[src/rtl/ialu_pkg.sv]
package ialu_pkg;

  localparam int OPC_W = 6;
  localparam int FN_W  = 6;

  localparam logic [OPC_W-1:0] OPC_REG   = 6'o00;
  localparam logic [OPC_W-1:0] OPC_ADDI  = 6'o10;
  localparam logic [OPC_W-1:0] OPC_ADDIU = 6'o11;
  localparam logic [OPC_W-1:0] OPC_SLTI  = 6'o12;
  localparam logic [OPC_W-1:0] OPC_SLTIU = 6'o13;
  localparam logic [OPC_W-1:0] OPC_ANDI  = 6'o14;
  localparam logic [OPC_W-1:0] OPC_ORI   = 6'o15;
  localparam logic [OPC_W-1:0] OPC_XORI  = 6'o16;
  localparam logic [OPC_W-1:0] OPC_LUI   = 6'o17;

  localparam logic [FN_W-1:0] FN_SLL  = 6'o00;
  localparam logic [FN_W-1:0] FN_SRL  = 6'o02;
  localparam logic [FN_W-1:0] FN_SRA  = 6'o03;
  localparam logic [FN_W-1:0] FN_ADD  = 6'o40;
  localparam logic [FN_W-1:0] FN_ADDU = 6'o41;
  localparam logic [FN_W-1:0] FN_SUB  = 6'o42;
  localparam logic [FN_W-1:0] FN_SUBU = 6'o43;
  localparam logic [FN_W-1:0] FN_AND  = 6'o44;
  localparam logic [FN_W-1:0] FN_OR   = 6'o45;
  localparam logic [FN_W-1:0] FN_XOR  = 6'o46;
  localparam logic [FN_W-1:0] FN_NOR  = 6'o47;
  localparam logic [FN_W-1:0] FN_SLT  = 6'o52;
  localparam logic [FN_W-1:0] FN_SLTU = 6'o53;

  // internal operation class after decode
  typedef enum logic [3:0] {
    XOP_ADD, XOP_SUB, XOP_AND, XOP_OR, XOP_XOR, XOP_NOR,
    XOP_LTS, XOP_LTU, XOP_UPPER, XOP_SHL, XOP_SHR, XOP_SAR, XOP_NONE
  } xop_e;

  // operand B source
  typedef enum logic [1:0] {
    BSRC_REG, BSRC_SEXT, BSRC_ZEXT
  } bsrc_e;

  typedef struct packed {
    xop_e  xop;
    bsrc_e bsrc;
    logic  trap_ovf;
    logic  bad;
  } ctl_s;

endpackage

[src/rtl/ialu_decode.sv]
module ialu_decode
  import ialu_pkg::*;
(
  input  logic [OPC_W-1:0] opcode,
  input  logic [FN_W-1:0]  funct,
  output ctl_s             ctl
);

  always_comb begin
    ctl.xop      = XOP_NONE;
    ctl.bsrc     = BSRC_REG;
    ctl.trap_ovf = 1'b0;
    ctl.bad      = 1'b0;
    case (opcode)
      OPC_REG: begin
        case (funct)
          FN_SLL:  ctl.xop = XOP_SHL;
          FN_SRL:  ctl.xop = XOP_SHR;
          FN_SRA:  ctl.xop = XOP_SAR;
          FN_ADD:  begin ctl.xop = XOP_ADD; ctl.trap_ovf = 1'b1; end
          FN_ADDU: ctl.xop = XOP_ADD;
          FN_SUB:  begin ctl.xop = XOP_SUB; ctl.trap_ovf = 1'b1; end
          FN_SUBU: ctl.xop = XOP_SUB;
          FN_AND:  ctl.xop = XOP_AND;
          FN_OR:   ctl.xop = XOP_OR;
          FN_XOR:  ctl.xop = XOP_XOR;
          FN_NOR:  ctl.xop = XOP_NOR;
          FN_SLT:  ctl.xop = XOP_LTS;
          FN_SLTU: ctl.xop = XOP_LTU;
          default: ctl.bad = 1'b1;
        endcase
      end
      OPC_ADDI:  begin ctl.xop = XOP_ADD; ctl.bsrc = BSRC_SEXT; ctl.trap_ovf = 1'b1; end
      OPC_ADDIU: begin ctl.xop = XOP_ADD; ctl.bsrc = BSRC_SEXT; end
      OPC_SLTI:  begin ctl.xop = XOP_LTS; ctl.bsrc = BSRC_SEXT; end
      OPC_SLTIU: begin ctl.xop = XOP_LTU; ctl.bsrc = BSRC_SEXT; end
      OPC_ANDI:  begin ctl.xop = XOP_AND; ctl.bsrc = BSRC_ZEXT; end
      OPC_ORI:   begin ctl.xop = XOP_OR;  ctl.bsrc = BSRC_ZEXT; end
      OPC_XORI:  begin ctl.xop = XOP_XOR; ctl.bsrc = BSRC_ZEXT; end
      OPC_LUI:   ctl.xop = XOP_UPPER;
      default:   ctl.bad = 1'b1;
    endcase
  end

endmodule

[src/rtl/ialu_addsub.sv]
module ialu_addsub #(
  parameter int W = 32
) (
  input  logic [W-1:0] a,
  input  logic [W-1:0] b,
  input  logic         sub,
  output logic [W-1:0] sum,
  output logic         ovf_s,
  output logic         lt_s,
  output logic         lt_u
);

  logic [W-1:0] b_eff;
  logic [W:0]   wide;

  always_comb begin
    b_eff = sub ? ~b : b;
    wide  = {1'b0, a} + {1'b0, b_eff} + {{W{1'b0}}, sub};
    sum   = wide[W-1:0];
    ovf_s = (a[W-1] == b_eff[W-1]) && (sum[W-1] != a[W-1]);
    // valid when sub is set: borrow means unsigned below
    lt_s  = sum[W-1] ^ ovf_s;
    lt_u  = ~wide[W];
  end

endmodule

[src/rtl/ialu_shifter.sv]
module ialu_shifter #(
  parameter int W = 32,
  localparam int SH_W = $clog2(W)
) (
  input  logic [W-1:0]    din,
  input  logic [SH_W-1:0] amt,
  input  logic            left,
  input  logic            arith,
  output logic [W-1:0]    dout
);

  logic            fill;
  logic [W-1:0]    stage [SH_W+1];

  assign fill     = arith & din[W-1];
  assign stage[0] = din;

  for (genvar s = 0; s < SH_W; s++) begin : g_stage
    localparam int K = 1 << s;
    logic [W-1:0] moved;
    assign moved = left ? {stage[s][W-1-K:0], {K{1'b0}}}
                        : {{K{fill}}, stage[s][W-1:K]};
    assign stage[s+1] = amt[s] ? moved : stage[s];
  end

  assign dout = stage[SH_W];

endmodule

[src/rtl/ialu_core.sv]
module ialu_core
  import ialu_pkg::*;
#(
  parameter int XLEN  = 32,
  parameter int IMM_W = 16,
  localparam int SH_W = $clog2(XLEN)
) (
  input  logic              clk,
  input  logic              rst_n,
  input  logic              op_valid,
  input  logic [OPC_W-1:0]  opcode,
  input  logic [FN_W-1:0]   funct,
  input  logic [XLEN-1:0]   src_a,
  input  logic [XLEN-1:0]   src_b,
  input  logic [IMM_W-1:0]  imm16,
  input  logic [SH_W-1:0]   shamt,
  output logic              res_valid,
  output logic [XLEN-1:0]   result,
  output logic              ovf,
  output logic              illegal
);

  localparam int PAD_W = XLEN - IMM_W;

  // reset: asynchronous assert, synchronous release
  logic [1:0] rst_pipe;
  logic       rst_sync_n;

  always_ff @(posedge clk or negedge rst_n) begin
    if (!rst_n) rst_pipe <= 2'b00;
    else        rst_pipe <= {rst_pipe[0], 1'b1};
  end
  assign rst_sync_n = rst_pipe[1];

  ctl_s ctl;
  ialu_decode u_dec (.opcode(opcode), .funct(funct), .ctl(ctl));

  logic [XLEN-1:0] opb;
  always_comb begin
    case (ctl.bsrc)
      BSRC_SEXT: opb = {{PAD_W{imm16[IMM_W-1]}}, imm16};
      BSRC_ZEXT: opb = {{PAD_W{1'b0}}, imm16};
      default:   opb = src_b;
    endcase
  end

  logic            do_sub;
  logic [XLEN-1:0] sum;
  logic            ovf_s, lt_s, lt_u;

  assign do_sub = (ctl.xop == XOP_SUB) || (ctl.xop == XOP_LTS) || (ctl.xop == XOP_LTU);

  ialu_addsub #(.W(XLEN)) u_add (
    .a(src_a), .b(opb), .sub(do_sub),
    .sum(sum), .ovf_s(ovf_s), .lt_s(lt_s), .lt_u(lt_u)
  );

  logic [XLEN-1:0] sh_out;
  ialu_shifter #(.W(XLEN)) u_shf (
    .din(src_b), .amt(shamt),
    .left(ctl.xop == XOP_SHL), .arith(ctl.xop == XOP_SAR),
    .dout(sh_out)
  );

  // next-state
  logic [XLEN-1:0] res_nxt;
  logic            ovf_nxt, ill_nxt;

  always_comb begin
    case (ctl.xop)
      XOP_ADD, XOP_SUB:        res_nxt = sum;
      XOP_AND:                 res_nxt = src_a & opb;
      XOP_OR:                  res_nxt = src_a | opb;
      XOP_XOR:                 res_nxt = src_a ^ opb;
      XOP_NOR:                 res_nxt = ~(src_a | opb);
      XOP_LTS:                 res_nxt = {{(XLEN-1){1'b0}}, lt_s};
      XOP_LTU:                 res_nxt = {{(XLEN-1){1'b0}}, lt_u};
      XOP_UPPER:               res_nxt = {imm16, {PAD_W{1'b0}}};
      XOP_SHL, XOP_SHR, XOP_SAR: res_nxt = sh_out;
      default:                 res_nxt = '0;
    endcase
    ovf_nxt = ctl.trap_ovf & ovf_s;
    ill_nxt = ctl.bad;
  end

  // registers
  always_ff @(posedge clk or negedge rst_sync_n) begin
    if (!rst_sync_n) begin
      res_valid <= 1'b0;
      result    <= '0;
      ovf       <= 1'b0;
      illegal   <= 1'b0;
    end else begin
      res_valid <= op_valid;
      if (op_valid) begin
        result  <= res_nxt;
        ovf     <= ovf_nxt;
        illegal <= ill_nxt;
      end
    end
  end

endmodule

[config.mk]
export PLATFORM = sky130hd
export DESIGN_NAME = ialu_core
export DESIGN_NICKNAME = d
export VERILOG_FILES = /design/src/rtl/ialu_pkg.sv /design/src/rtl/ialu_decode.sv /design/src/rtl/ialu_addsub.sv /design/src/rtl/ialu_shifter.sv /design/src/rtl/ialu_core.sv
export SDC_FILE = /design/constraint.sdc
export NUM_CORES = 1
export LEC_CHECK = 0
export CAP_MARGIN = 5
export CORE_ASPECT_RATIO = 1.4
export CORE_MARGIN = 2
export CORE_UTILIZATION = 50
export DETAILED_ROUTE_END_ITERATION = 7
export PLACE_DENSITY_LB_ADDON = 0.12
export SETUP_SLACK_MARGIN = 0.4
export SYNTH_ARGS = -nofsm -noshare
export SYNTH_HDL_FRONTEND = slang
export SYNTH_SLANG_ARGS = --single-unit
[constraint.sdc]
create_clock -name clk -period 1.5 [get_ports clk]
set_input_delay 0.3 -clock clk [delete_from_list [all_inputs] [get_ports clk]]
set_output_delay 0.3 -clock clk [all_outputs]
set_load 0.005 [all_outputs]
==> results.md, run 1 <==
GRT:
- Entering global routing, the biggest net connects 32 pins.
- The via count of the first global-routing pass came to 22500.
- The global-route wire length before repair is approximately 150000 microns.
- The global-route usage over all layers is 0.802.
- The global route total overflow is 274.

Floorplanning:
- The die boundary height is 181 microns.
- In this run the horizontal extent of the chip is roughly 130 microns.
- The number of core rows is 64.
- For this configuration, the core starts out at a cell density of 0.509.
- The number of primary I/O pins is 135.

Placed design:
- The congestion estimate from routability-driven global placement came to 1.24.
- The number of I/O port buffers is 134.
- The placed wire-length estimate after detailed placement is 52300 microns.
- The setup slack at placement is -3.47 ns.
- The number of placed cells counting well taps is 2575.

Synthesis:
- For this run, the register share of the synthesized area comes to 0.0832.
- Yosys mapped the design onto 104 distinct sky130hd cell types.
- Each instance of the synthesized netlist takes up on average around 7.0 sq um.
- Counting every instance in the synthesized netlist gives ~1600.
- When the netlist entered floorplanning its net count stood at 1800.
- The synthesized design contains 37 register bits.
- The synthesis warning total is 0.
- In the synthesized netlist the dominant register cell turns out to be dfrtp_1.
- The total standard cell area after synthesis is between 10000 and 15000 sq um.
- The share of synthesized registers carrying an async set or reset is 1.00.
- The number of enable-type register cells in the synthesized netlist is 0.

Clock tree:
- For this design, the sink count on the clock tree is 37.
- Clock tree synthesis inserted a total of 5 buffers.
- No sink is reached through more buffers than the 2 on the longest clock path.
- The H-tree was split into 2 levels.
- For this design, the CTS-stage hold fixing added 0 buffers.
- In this run the clock root is driven by a clkbuf_16.

Outcome:
- The tool reported: "[ERROR GRT-0116] Global routing finished with congestion. Check the congestion regions in the DRC Viewer".
- The run stopped with a tool error.
- The halt point of the flow is 5_1_grt.
[logic make-up after synthesis]
| group | count (synthesis) | synth area share |
|---|---|---|
| buffers and inverters | 237 | 0.0852 |
| adder cells (fa/ha/maj) | 99 | 0.112 |
| AO/OA/AOI/OAI | 648 | 0.414 |
| multiplexers | 36 | 0.0497 |
| other | 1 | 0.000337 |
| flip-flops | 37 | 0.0832 |
| AND/OR/NAND/NOR | 495 | 0.218 |
| XOR/XNOR | 48 | 0.0378 |
[synth_stat cells (8+ instances only)]
cell         n  area share
a21o_1      21       0.014
or3_1       10      0.0056
dfrtp_1     37       0.083
nand3_1     38       0.017
mux4_2      15       0.030
o41ai_1      8      0.0063
o22ai_1     11      0.0062
buf_1       18      0.0061
o211ai_1    44       0.030
a22oi_1     28       0.019
buf_2       25       0.011
a31oi_1     51       0.029
and3_1      10      0.0056
nor2b_1     26       0.015
a221oi_1    29       0.023
o32ai_1      9      0.0071
a2111oi_0    9      0.0071
a21oi_1    150       0.067
mux2i_1     17       0.015
nand4_1     23       0.013
nor2_1     120       0.040
o21ai_0     80       0.036
clkbuf_1    85       0.029
a311oi_1    20       0.016
nor3_1      37       0.017
o31ai_1     23       0.016
inv_1      101       0.034
nor4_1      17      0.0096
a211oi_1    27       0.018
nand2b_1     9      0.0051
xnor2_1     41       0.032
o21a_1      15       0.010
ha_1        98        0.11
nand2_1    159       0.054
a221o_1      9      0.0081
[per-layer routing]
| metal | global-route usage | overflow |
|---|---|---|
| met1 | 0.772 | 2 |
| met4 | 0.810 | 129 |
| met3 | 0.701 | 3 |
| met2 | 0.950 | 137 |
| met5 | 0.325 | 3 |
[repair_timing]
action	4_1_cts
endpoints found under the setup margin	69
buffers inserted	89
cloned	3
pin swaps	96
resized for setup	395
[through the flow]
step	util	area (sq um)
CTS	0.892	19500
global placement	0.814	17800
floorplan	-	11300
detailed placement	0.814	17800
==> inputs of run 2 (changes only) <==
--- a/config.mk
+++ b/config.mk
@@ -6,12 +6,10 @@
 export NUM_CORES = 1
 export LEC_CHECK = 0
 export CAP_MARGIN = 5
-export CORE_ASPECT_RATIO = 1.4
 export CORE_MARGIN = 2
-export CORE_UTILIZATION = 50
+export CORE_UTILIZATION = 35
 export DETAILED_ROUTE_END_ITERATION = 7
-export PLACE_DENSITY_LB_ADDON = 0.12
-export SETUP_SLACK_MARGIN = 0.4
+export PLACE_DENSITY_LB_ADDON = 0.15
 export SYNTH_ARGS = -nofsm -noshare
 export SYNTH_HDL_FRONTEND = slang
 export SYNTH_SLANG_ARGS = --single-unit
==> run 2 against run 1 <==
Net effect: the flow now finishes, with violations (setup timing); synthesized area stayed put; synthesized cell count stayed put.
==> results.md, run 2 <==
Cells and area:
- The largest registers in the layout are result x32, rst_pipe x2.
- The fraction of final layout cells sized beyond drive strength 1 is 0.434.
- The largest register by flop count is result.
- Leaving out fill and tap cells, the most frequent cell in the layout is buf_4.
- For this run, the post-layout net count is 2585.
- The register with the most flip-flops in the layout has 32 of them.
- At the end of the flow the core is filled with cells to 0.642.
- Once layout is complete, the cells apart from fillers number around 2800.
- In the layout the commonest cells are 711 x buf_4, 154 x nand2_1, 121 x a21oi_1.
- Compared with the post-synthesis result, the final layout area differs by 81.5%.
- The cell area after layout is 20200 sq um.
- 0 antenna diodes ended up in the layout.

GRT:
- The number of antenna violations at the first check in global routing is 2.
- Entering global routing, the biggest net connects 36 pins.
- Across every metal layer, demand over resource in global routing totals 0.418.
- The global route total overflow is 0.
- The global-route wire length before repair is around 100000 microns.
- The via count of the first global-routing pass is 16600.

Synthesis:
- The dominant cell type by area after synthesis is ha_1.
- Of the total synthesized cell area, the portion taken by XOR and XNOR cells is 0.0378.
- Of the synthesized area, sequential elements account for 0.0832.
- Yosys mapped a number of flops with a built-in enable equal to 0.
- After synthesis, the largest family of logic cells by area is compound AO/OA/AOI/OAI gates.
- Summing every instance area after synthesis gives 11100 sq um.
- For this run, the leading register cell type out of synthesis is dfrtp_1.
- For this run, the number of Yosys warnings is 0.
- Of the post-synthesis cell area, the dominant cell type holds 0.110.
- The compound-gate portion of the synthesized area was 0.414.
- The instance count of the mapped netlist is 1601.
- By area the synthesized netlist is led by ha_1 11%, dfrtp_1 8.3%, a21oi_1 6.7%, nand2_1 5.4%, nor2_1 4.0%.
- Of the total synthesized cell area, the portion taken by full adders, half adders and majority gates is 0.112.
- Synthesis inferred 37 register bits.
- In the synthesized netlist, the cells that appear most often are 159 x nand2_1, 150 x a21oi_1, 120 x nor2_1.
- The net count after synthesis is 1800.
- The average size of a mapped cell is 6.95 sq um.
- The cell with the most instances after synthesis is nand2_1.
- Yosys mapped the design onto 104 distinct sky130hd cell types.
- The share of synthesized registers carrying an async set or reset is 1.00.
- The fraction of the mapped netlist area in simple logic gates is 0.218.
- The proportion of synthesized area in mux cells is 0.0497.

Placed design:
- The placed wire-length estimate after detailed placement is about 60000 microns.
- The number of I/O port buffers is 134.
- The placed standard-cell area is between 15000 and 20000 sq um.
- The number of placed cells counting well taps is 2703.
- The placer's final routability congestion estimate is 1.06.

Timing:
- The post-route fraction of the period consumed by the critical path is 2.79.
- The post-route worst setup slack is -2.69 ns.
- The time the final worst path needs with I/O delays and setup is 4.19 ns.
- For the pin with the worst max-slew slack, the measured transition is 0.886 ns.
- Static timing analysis puts the maximum clock frequency at between 200 and 250 MHz.
- Setup repair after global routing could not meet its margin everywhere.
- Measured against its own limit, the worst slew margin works out to 0.404.
- The number of pins exceeding their max-slew limit in the final report is 0.
- The clock skew after layout is 0.00431 ns.
- The count of endpoints failing hold in the final timing report is 0.
- The total of endpoints with negative setup slack in the final report is 34.

Flow run:
- Max-cap violations in this run came to 0.

Routing:
- The DRC violation count after routing is 0.
- The routed length per placed instance is ~26 microns.
- Once detail routing completed, the nets flagged for antenna violations numbered 0.
- After detailed routing, the met2 layer carries approximately 33000 microns of wire.
- For this block, the routed nets add up to 72700 microns of wire.
- The via count is 17300.
- After detailed routing, no signal wire sits above met5.
- In this run, the number of DRC markers left after iteration 0 of detailed routing was 1844.
- The number of iterations in the first detailed-routing pass is 6.
- The detailed-route vias per instance is around 6.2.
- The detailed router put a total of 27900 microns of wire on met1.
- Summed over all nets, wire length on met3 after detailed routing comes to 6520 microns.

Floorplanning:
- After floorplanning, the core was divided into 65 placement rows.
- The initial standard-cell utilization of the core is 0.354.
- The die boundary height is 182 microns.
- The area enclosed by the die boundary is about 33000 sq um.
- The number of primary I/O pins is 135.
- In this run the standard cell core region covers 31500 sq um.
- The horizontal extent of the die is between 150 and 200 microns.

Worst setup path:
- Tracing the worst setup path back leads to its startpoint at opcode[4].
- STA classifies the critical path endpoint as a flip-flop.
- The data arrival at the endpoint of the critical path is 4.36 ns.
- The startpoint of the most critical register-to-register path is result[0]$_DFFE_PN0P_.
- The highest fanout seen on the critical path is 8.
- The cell depth of the worst flop-to-flop path is 6.
- The worst endpoint required time is 1.68 ns.
- The class of the most critical setup path is in2reg.
- The timing endpoint of the critical path is result[15]$_DFFE_PN0P_.
- The kind of start point of the critical path is an input port.
- In this run the register-to-register setup slack is -0.63 ns.
- The endpoint identified for the worst register-to-register timing path is result[0]$_DFFE_PN0P_.

Power:
- The analysis attributes to cell leakage a power of 9.26 nW.
- VDD sags by at most between 0.3 and 0.4 mV.
- Dividing total power by cell area gives a power density of 445 nW/um^2.

Clock tree:
- The clock latency on the worst-skew pair is 0.30 ns.
- The clock buffer count from CTS is 5.
- Counting along the longest clock path gives a buffer depth of 2.
- The clock drives 37 sinks.
- The clock transition at the registers of the reported paths is 0.07 ns.
- TritonCTS built the clock tree.
- The clock tree synthesis step divided the H-tree into 2 levels.
- The clock root buffer master is clkbuf_16.
- The hold buffer count at CTS is 0.

Hold path:
- The kind of path behind the tightest hold check is in2async.

Outcome:
- The flow ran to the end, but the final reports show violations.
- The final reports fail on setup timing.
[run 2: cell counts after synthesis]
Identical to the previous run, type by type.
[run 2: worst min path at each step]
stage	to	from	slack, ns
2_1_floorplan	rst_pipe[0]$_DFF_PN0_	rst_n	0.004
3_3_place_gp	res_valid$_DFF_PN0_	rst_pipe[1]$_DFF_PN0_	0.33
3_5_place_dp	result[30]$_DFFE_PN0P_	rst_pipe[1]$_DFF_PN0_	0.33
4_1_cts	rst_pipe[0]$_DFF_PN0_	rst_n	0.17
5_1_grt	rst_pipe[0]$_DFF_PN0_	rst_n	0.16
6_report	rst_pipe[0]$_DFF_PN0_	rst_n	0.16
[run 2: kinds of logic after synthesis]
| group | after synthesis |
|---|---|
| other cells | 1 |
| simple gates | 495 |
| buf+inv | 237 |
| fa+ha+maj | 99 |
| mux | 36 |
| xor+xnor | 48 |
| flops | 37 |
| compound gates | 648 |
[run 2: final cells by class]
type | count | area [sq um]
Clock buffer | 5 | 125
Clock inverter | 3 | 68.8
Fill cell | 2837 | 11300
Inverter | 103 | 389
Multi-Input combinational cell | 1327 | 10500
Sequential cell | 37 | 928
Tap cell | 402 | 503
Timing Repair Buffer | 912 | 7660
[run 2: layer usage]
metal  track usage  up-vias
met5             0        -
met4         0.260        2
met3        0.0579      271
met2         0.686     1110
met1         0.519     8216
li1              -     7724
[run 2: repair_timing]
| action | in CTS | in global routing |
|---|---|---|
| gates cloned | 1 | 1 |
| setup endpoints to repair | 57 | 42 |
| pin swaps | 99 | 97 |
| setup buffers | 49 | 34 |
| resized for setup | 204 | 151 |
[run 2: power breakdown]
group          total [mW]  internal, mW  switching, mW
clock                1.50         0.962          0.538
sequential           1.02          1.01         0.0109
combinational        6.47          3.12           3.35
total                8.99          5.09           3.90
[run 2: metrics by stage]
stage	hold WS (ns)	total power, mW	TNS, ns	setup WS [ns]
global route	0.164	9.34	-85.12	-2.78
detailed placement	0.331	6.49	-105.85	-3.40
global placement	0.326	6.44	-102.67	-3.28
floorplan	0.00441	3.49	-75.98	-2.70
finish	0.159	8.99	-80.64	-2.69
CTS	0.165	8.37	-77.71	-2.63
[run 2: critical path, cell delays in order]
cell,delay [ns]
buf_6,0.10
buf_6,0.11
or4_4,0.53
nor2_8,0.16
o211ai_4,0.10
o211ai_4,0.23
nand3_4,0.12
buf_12,0.16
buf_12,0.15
xnor2_2,0.13
ha_1,0.32
buf_4,0.14
a21o_1,0.17
a21o_1,0.18
a221oi_4,0.34
o21a_1,0.23
o21ai_1,0.09
nand2_1,0.13
o211ai_1,0.11
a31oi_1,0.28
buf_4,0.19
o221ai_2,0.09
No activity file was read; power rests on OpenSTA's default activity.
